[config.mk]
export PLATFORM = sky130hd
export DESIGN_NAME = ledmx_rx
export DESIGN_NICKNAME = d
export VERILOG_FILES = /design/src/rtl/ledmx_pkg.sv /design/src/rtl/ledmx_sync.sv /design/src/rtl/ledmx_shift.sv /design/src/rtl/ledmx_xfer.sv /design/src/rtl/ledmx_rx.sv
export SDC_FILE = /design/constraint.sdc
export NUM_CORES = 1
export LEC_CHECK = 0
export ABC_AREA = 1
export BUFFER_PORTS_ARGS = -buffer_cell sky130_fd_sc_hd__clkbuf_2
export CORE_ASPECT_RATIO = 0.9
export CORE_MARGIN = 1
export CORE_UTILIZATION = 30
export CTS_CLUSTER_SIZE = 30
export DETAILED_ROUTE_END_ITERATION = 10
export GPL_TIMING_DRIVEN = 0
export SKIP_CTS_REPAIR_TIMING = 1
export SYNTH_ARGS = -nofsm -noshare
export SYNTH_HDL_FRONTEND = slang
export SYNTH_SLANG_ARGS = --single-unit
[constraint.sdc]
create_clock -name sys_clk -period 49.6 [get_ports sys_clk]
set_input_delay 4.96 -clock sys_clk [delete_from_list [all_inputs] [get_ports sys_clk]]
set_output_delay 4.96 -clock sys_clk [all_outputs]
set_load 0.01 [all_outputs]
[src/rtl/ledmx_pkg.sv]
package ledmx_pkg;
  // Target of a serial write, taken from the select pin when the enable falls.
  typedef enum logic {
    TGT_DOT = 1'b0,
    TGT_CTL = 1'b1
  } tgt_e;

  // Bit of control word 1 that turns on the pass-through output.
  localparam int PASS_BIT = 0;
endpackage

[src/rtl/ledmx_sync.sv]
module ledmx_sync #(
  parameter int             W       = 1,
  parameter int             STAGES  = 2,
  parameter logic [W-1:0]   RST_VAL = '0
) (
  input  logic         clk,
  input  logic         rst_n,
  input  logic [W-1:0] d,
  output logic [W-1:0] q
);
  logic [W-1:0] stg [STAGES];

  for (genvar i = 0; i < STAGES; i++) begin : g_stage
    if (i == 0) begin : g_first
      always_ff @(posedge clk or negedge rst_n) begin
        if (!rst_n) stg[i] <= RST_VAL;
        else        stg[i] <= d;
      end
    end else begin : g_next
      always_ff @(posedge clk or negedge rst_n) begin
        if (!rst_n) stg[i] <= RST_VAL;
        else        stg[i] <= stg[i-1];
      end
    end
  end

  assign q = stg[STAGES-1];
endmodule

[src/rtl/ledmx_shift.sv]
module ledmx_shift
  import ledmx_pkg::*;
#(
  parameter int DOT_BITS = 160,
  parameter int CTL_BITS = 8
) (
  input  logic                clk,
  input  logic                rst_n,
  input  logic                shift_en,
  input  tgt_e                tgt,
  input  logic                din,
  output logic [DOT_BITS-1:0] dot_sr,
  output logic [CTL_BITS-1:0] ctl_sr
);
  // The pixel register has no reset: the reset pin leaves pixel data alone.
  always_ff @(posedge clk) begin
    if (shift_en && tgt == TGT_DOT)
      dot_sr <= {dot_sr[DOT_BITS-2:0], din};
  end

  always_ff @(posedge clk or negedge rst_n) begin
    if (!rst_n)
      ctl_sr <= '0;
    else if (shift_en && tgt == TGT_CTL)
      ctl_sr <= {ctl_sr[CTL_BITS-2:0], din};
  end
endmodule

[src/rtl/ledmx_xfer.sv]
module ledmx_xfer
  import ledmx_pkg::*;
(
  input  logic clk,
  input  logic rst_n,
  input  logic ce_high,
  input  logic ce_rise,
  input  logic clk_low,
  input  tgt_e tgt,
  output logic fire_dot,
  output logic fire_ctl
);
  logic pend;
  logic fire;

  // One transfer per write: the request is armed when the enable rises
  // and is consumed the first cycle the serial clock is seen low.
  assign fire     = ce_high && clk_low && (pend || ce_rise);
  assign fire_dot = fire && (tgt == TGT_DOT);
  assign fire_ctl = fire && (tgt == TGT_CTL);

  always_ff @(posedge clk or negedge rst_n) begin
    if (!rst_n) pend <= 1'b0;
    else        pend <= (pend || ce_rise) && ce_high && !fire;
  end
endmodule

[src/rtl/ledmx_rx.sv]
module ledmx_rx
  import ledmx_pkg::*;
#(
  parameter int DOT_BITS    = 160,
  parameter int CTL_BITS    = 8,
  parameter int SYNC_STAGES = 2
) (
  input  logic                sys_clk,
  input  logic                cfg_rst_n,
  input  logic                ser_clk,
  input  logic                ser_ce_n,
  input  logic                ser_rs,
  input  logic                ser_din,
  output logic                ser_dout,
  output logic [DOT_BITS-1:0] dot_q,
  output logic [CTL_BITS-2:0] cw0,
  output logic [CTL_BITS-2:0] cw1
);
  localparam int CW_W  = CTL_BITS - 1;
  localparam int SEL_B = CTL_BITS - 1;

  // Synchronized pins: {clk, ce_n, rs, din}. Idle value has the enable high.
  logic [3:0] pins_s;
  logic       clk_s, cen_s, rs_s, din_s;
  logic       clk_p, cen_p;

  ledmx_sync #(
    .W      (4),
    .STAGES (SYNC_STAGES),
    .RST_VAL(4'b0100)
  ) u_sync (
    .clk  (sys_clk),
    .rst_n(cfg_rst_n),
    .d    ({ser_clk, ser_ce_n, ser_rs, ser_din}),
    .q    (pins_s)
  );

  assign {clk_s, cen_s, rs_s, din_s} = pins_s;

  always_ff @(posedge sys_clk or negedge cfg_rst_n) begin
    if (!cfg_rst_n) begin
      clk_p <= 1'b0;
      cen_p <= 1'b1;
    end else begin
      clk_p <= clk_s;
      cen_p <= cen_s;
    end
  end

  logic clk_rise, ce_fall, ce_rise, shift_en;
  assign clk_rise = clk_s && !clk_p;
  assign ce_fall  = cen_p && !cen_s;
  assign ce_rise  = !cen_p && cen_s;
  assign shift_en = clk_rise && !cen_s;

  // Target select, captured once per write.
  tgt_e rs_sel;
  always_ff @(posedge sys_clk or negedge cfg_rst_n) begin
    if (!cfg_rst_n)   rs_sel <= TGT_DOT;
    else if (ce_fall) rs_sel <= tgt_e'(rs_s);
  end

  logic [DOT_BITS-1:0] dot_sr;
  logic [CTL_BITS-1:0] ctl_sr;

  ledmx_shift #(
    .DOT_BITS(DOT_BITS),
    .CTL_BITS(CTL_BITS)
  ) u_shift (
    .clk     (sys_clk),
    .rst_n   (cfg_rst_n),
    .shift_en(shift_en),
    .tgt     (rs_sel),
    .din     (din_s),
    .dot_sr  (dot_sr),
    .ctl_sr  (ctl_sr)
  );

  logic fire_dot, fire_ctl;

  ledmx_xfer u_xfer (
    .clk     (sys_clk),
    .rst_n   (cfg_rst_n),
    .ce_high (cen_s),
    .ce_rise (ce_rise),
    .clk_low (!clk_s),
    .tgt     (rs_sel),
    .fire_dot(fire_dot),
    .fire_ctl(fire_ctl)
  );

  // Pixel latch: not touched by the control reset.
  always_ff @(posedge sys_clk) begin
    if (fire_dot) dot_q <= dot_sr;
  end

  always_ff @(posedge sys_clk or negedge cfg_rst_n) begin
    if (!cfg_rst_n) begin
      cw0 <= '0;
      cw1 <= '0;
    end else if (fire_ctl) begin
      if (ctl_sr[SEL_B]) cw1 <= ctl_sr[CW_W-1:0];
      else               cw0 <= ctl_sr[CW_W-1:0];
    end
  end

  // Chain output: pass-through only for control writes in that mode.
  always_comb begin
    if (rs_sel == TGT_CTL)
      ser_dout = cw1[PASS_BIT] ? ser_din : ctl_sr[SEL_B];
    else
      ser_dout = dot_sr[DOT_BITS-1];
  end
endmodule

==> impl_metrics.prom <==
# TYPE chip_impl_metric gauge
chip_impl_info{name="status",value="finished, final reports clean"} 1
chip_impl_metric{name="drt_first_iter_violations",unit=""} 215
chip_impl_metric{name="vias_per_cell",unit=""} 4.10
chip_impl_metric{name="timing.final.max_slew_violations",unit=""} 0
chip_impl_metric{name="hpwl",unit="um"} 12100
chip_impl_info{name="root_buffer_cell",value="sky130_fd_sc_hd__clkbuf_16"} 1
chip_impl_metric{name="initial_antenna_violation_count",unit=""} 1
chip_impl_metric{name="postSynthRegisterBits",unit=""} 354
chip_impl_metric{name="floorplan.rows",unit=""} 65
chip_impl_metric{name="chipHeight",unit="um"} 183
chip_impl_info{name="critical-path-top-delay-family",value="buffers and inverters"} 1
chip_impl_metric{name="tritoncts_num_sinks",unit=""} 354
chip_impl_info{name="startpoint_type",value="input port"} 1
chip_impl_metric{name="p_switching",unit="W"} 0.000130
chip_impl_metric{name="grt-ovfl-total",unit=""} 0
chip_impl_metric{name="area_delta_synth_final",unit="%"} 26.8
chip_impl_metric{name="synth_area_per_inst",unit="um2"} 24.5
chip_impl_metric{name="die_area",unit="um2"} 37200
chip_impl_metric{name="slew-limit-headroom",unit=""} 0.456
chip_impl_info{name="rsz0062_at_grt",value="false"} 1
chip_impl_info{name="worst_r2r_startpoint",value="rs_sel"} 1
chip_impl_metric{name="totalNegativeSetupSlack",unit="ps"} 0
chip_impl_metric{name="netlist-cell-type-count",unit=""} 20
chip_impl_metric{name="detail_route.wl_per_cell",unit="um"} 15.5
chip_impl_metric{name="power.share.combinational",unit=""} 0.041
chip_impl_metric{name="power.static_leakage",unit="nW"} 4.28
chip_impl_metric{name="grt_util_all_layers",unit=""} 0.0983
chip_impl_info{name="worstSetupPathType",value="input port to output port"} 1
chip_impl_metric{name="finish.net_count",unit=""} 700
chip_impl_info{name="critical-path-top-cell-by-count",value="sky130_fd_sc_hd__clkbuf_2"} 1
chip_impl_metric{name="drtAntennaViolNets",unit=""} 0
chip_impl_info{name="timing.hold.worst.class",value="flip-flop to flip-flop"} 1
chip_impl_metric{name="first_pass_grt_wire_length",unit="um"} 28000
chip_impl_info{name="mostFrequentLayoutCell",value="sky130_fd_sc_hd__edfxtp_1"} 1
chip_impl_info{name="min_from",value="u_sync.stg[4]"} 1
chip_impl_metric{name="postSynthNetCount",unit=""} 453
chip_impl_metric{name="worst-endpoint-arrival",unit="ps"} 5390
chip_impl_metric{name="initial_core_util",unit=""} 0.309
chip_impl_metric{name="critical_path.n_buffers_inverters",unit=""} 2
chip_impl_metric{name="clk-insertion-delay-late",unit="ps"} 510
chip_impl_metric{name="pint",unit="W"} 0.000491
chip_impl_metric{name="timing.clock.skew",unit="ps"} 15.2
chip_impl_metric{name="fin_crit",unit="ps"} 10350
chip_impl_info{name="timing.critical_path.from",value="ser_din"} 1
chip_impl_metric{name="period_utilization",unit=""} 0.209
chip_impl_metric{name="port-buffer-count",unit=""} 180
chip_impl_metric{name="post_synth_inst_count",unit=""} 447
chip_impl_metric{name="fmax",unit="MHz"} 96.6
chip_impl_metric{name="critical_path_required",unit="ps"} 44640
chip_impl_metric{name="io-pin-count",unit=""} 181
chip_impl_metric{name="grt_max_degree",unit=""} 35
chip_impl_metric{name="clockPowerShare",unit=""} 0.413
chip_impl_metric{name="cp_max_fo",unit=""} 2
chip_impl_metric{name="design.core.area",unit="um2"} 35500
chip_impl_metric{name="finalHoldWorstSlack",unit="ps"} 347
chip_impl_metric{name="max-clock-path-buffers",unit=""} 3
chip_impl_info{name="critical_path.cell_chain",value="clkbuf_2, nand2_1, a21oi_1, clkbuf_2"} 1
chip_impl_metric{name="cellPowerDensity",unit="nW/um2"} 44.7
chip_impl_metric{name="drcViolationCount",unit=""} 0
chip_impl_metric{name="detail_route.wirelength",unit="um"} 18500
chip_impl_metric{name="vdd_ir_drop_max",unit="V"} 0.0000224
chip_impl_metric{name="place.gp.congestion",unit=""} 0.745
chip_impl_metric{name="num_vias",unit=""} 4880
chip_impl_metric{name="cap_viol_max_count",unit=""} 0
chip_impl_info{name="cts_tree",value="yes"} 1
chip_impl_metric{name="clock_buffers_created_by_tritoncts",unit=""} 36
chip_impl_metric{name="post_synth_instance_area",unit="um2"} 10900
chip_impl_metric{name="post-route-util",unit=""} 0.391
chip_impl_metric{name="yosys_warnings",unit=""} 0
chip_impl_metric{name="timing.critical_path.slowest_cell_delay",unit="ps"} 150
chip_impl_metric{name="relative_contribution_of_sequential_cells_to_total_power",unit=""} 0.546
chip_impl_metric{name="setup_viol",unit=""} 0
chip_impl_metric{name="clock_tree.htree_level_count",unit=""} 2
chip_impl_metric{name="part_of_the_yosys_area_used_for_sequential_elements",unit=""} 0.956
chip_impl_metric{name="grt_pass1_vias",unit=""} 4837
chip_impl_metric{name="sw_frac_of_total",unit=""} 0.209
chip_impl_info{name="crit_path_end_kind",value="output port"} 1
chip_impl_metric{name="clk_transition_reported_paths",unit="ps"} 60
chip_impl_metric{name="hold_viol_final",unit=""} 0
chip_impl_metric{name="drive_gt1_frac",unit=""} 0.385
chip_impl_metric{name="n_antenna_cell",unit=""} 0
chip_impl_metric{name="drt-pass1-iter-count",unit=""} 4
chip_impl_metric{name="fp.dieW",unit="um"} 203
chip_impl_info{name="cp_slowest_cell",value="sky130_fd_sc_hd__a21oi_1"} 1
chip_impl_metric{name="worst_slew_pin_slew",unit="ps"} 816
chip_impl_info{name="commonest_cells_after_routing_fill_and_taps_aside",value="sky130_fd_sc_hd__edfxtp_1, sky130_fd_sc_hd__clkbuf_2, sky130_fd_sc_hd__nand2_1, sky130_fd_sc_hd__clkbuf_16, sky130_fd_sc_hd__dfrtp_1"} 1
## routing by layer
metal,vias to the layer above,GRT usage,routed length (um)
li1,2232,-,-
met1,2425,0.137,8590
met2,186,0.139,7840
met3,37,0.0384,1640
met4,0,0.0355,390
met5,-,0,0
## power groups by stage
stage | logic (W) | registers, W | clock network [W]
after global routing | 0.0000285 | 0.000339 | 0.000277
after floorplan | 0.0000124 | 0.000348 | 0
after global placement | 0.0000232 | 0.000350 | 0
after CTS | 0.0000260 | 0.000339 | 0.000267
final | 0.0000255 | 0.000339 | 0.000256
after detailed placement | 0.0000258 | 0.000345 | 0
## path summary, 6_finish.rpt
check / to / slack, ps / cells after the start
worst min register to register: u_sync.q[0] / 350 / 0
min in group asynchronous: cw0[5] / 4530 / 1
worst max-delay path: ser_dout / 39250 / 4
max in group asynchronous: u_sync.stg[5] / 44550 / 1
worst min-delay path: u_sync.q[0] / 350 / 0
worst max register to register: u_shift.dot_sr[71] / 46760 / 9
## registers in the layout, indices dropped and copies added (netlist names)
| register | count |
|---|---|
| cen_p | 1 |
| clk_p | 1 |
| cw0 | 7 |
| cw1 | 7 |
| dot_q | 160 |
| rs_sel | 1 |
| u_shift.ctl_sr | 8 |
| u_shift.dot_sr | 160 |
| u_sync.q | 4 |
| u_sync.stg | 4 |
| u_xfer.pend | 1 |
## synth_stat cells, drive strengths merged
master  count  share of area
edfxtp    320           0.88
nand2      38          0.013
dfrtp      31          0.071
nand4      16          0.010
inv        11         0.0038
nor2        8         0.0027
a21oi       6         0.0038
o21ai       5         0.0023
clkbuf      3         0.0038
dfstp       3         0.0072
buf         2         0.0015
nand3       2         0.0014
nor4        1        0.00057
o21a        1        0.00069
## final cells by class
type	count	area [um2]
clock buffer	43	958
timing repair buffer	209	1200
tap	469	587
multi-input combinational	77	394
sequential	354	10500
buffer	5	57.6
clock inverter	21	170
fill	3254	21600
inverter	11	41.3
## metrics by stage
| step | cells | setup WS (ps) | area (um2) | power, W |
|---|---|---|---|---|
| after floorplan | 447 | 32760 | 10900 | 0.000361 |
| after global placement | 1096 | 24180 | 12400 | 0.000373 |
| after detailed placement | 1125 | 39240 | 12700 | 0.000370 |
| after CTS | 1189 | 39230 | 13900 | 0.000631 |
| after global routing | 1189 | 39210 | 13900 | 0.000645 |
| final | 1189 | 39250 | 13900 | 0.000621 |
## logic make-up (layout without fill, tap and decap cells)
kind of cell	after synthesis	after routing	share of synthesized area
DFF	354	354	0.956
buffers and inverters	16	289	0.00903
AOI/OAI and AO/OA	12	12	0.00675
and+or+nand+nor	65	65	0.0280
(Power assumes the default switching activity.)
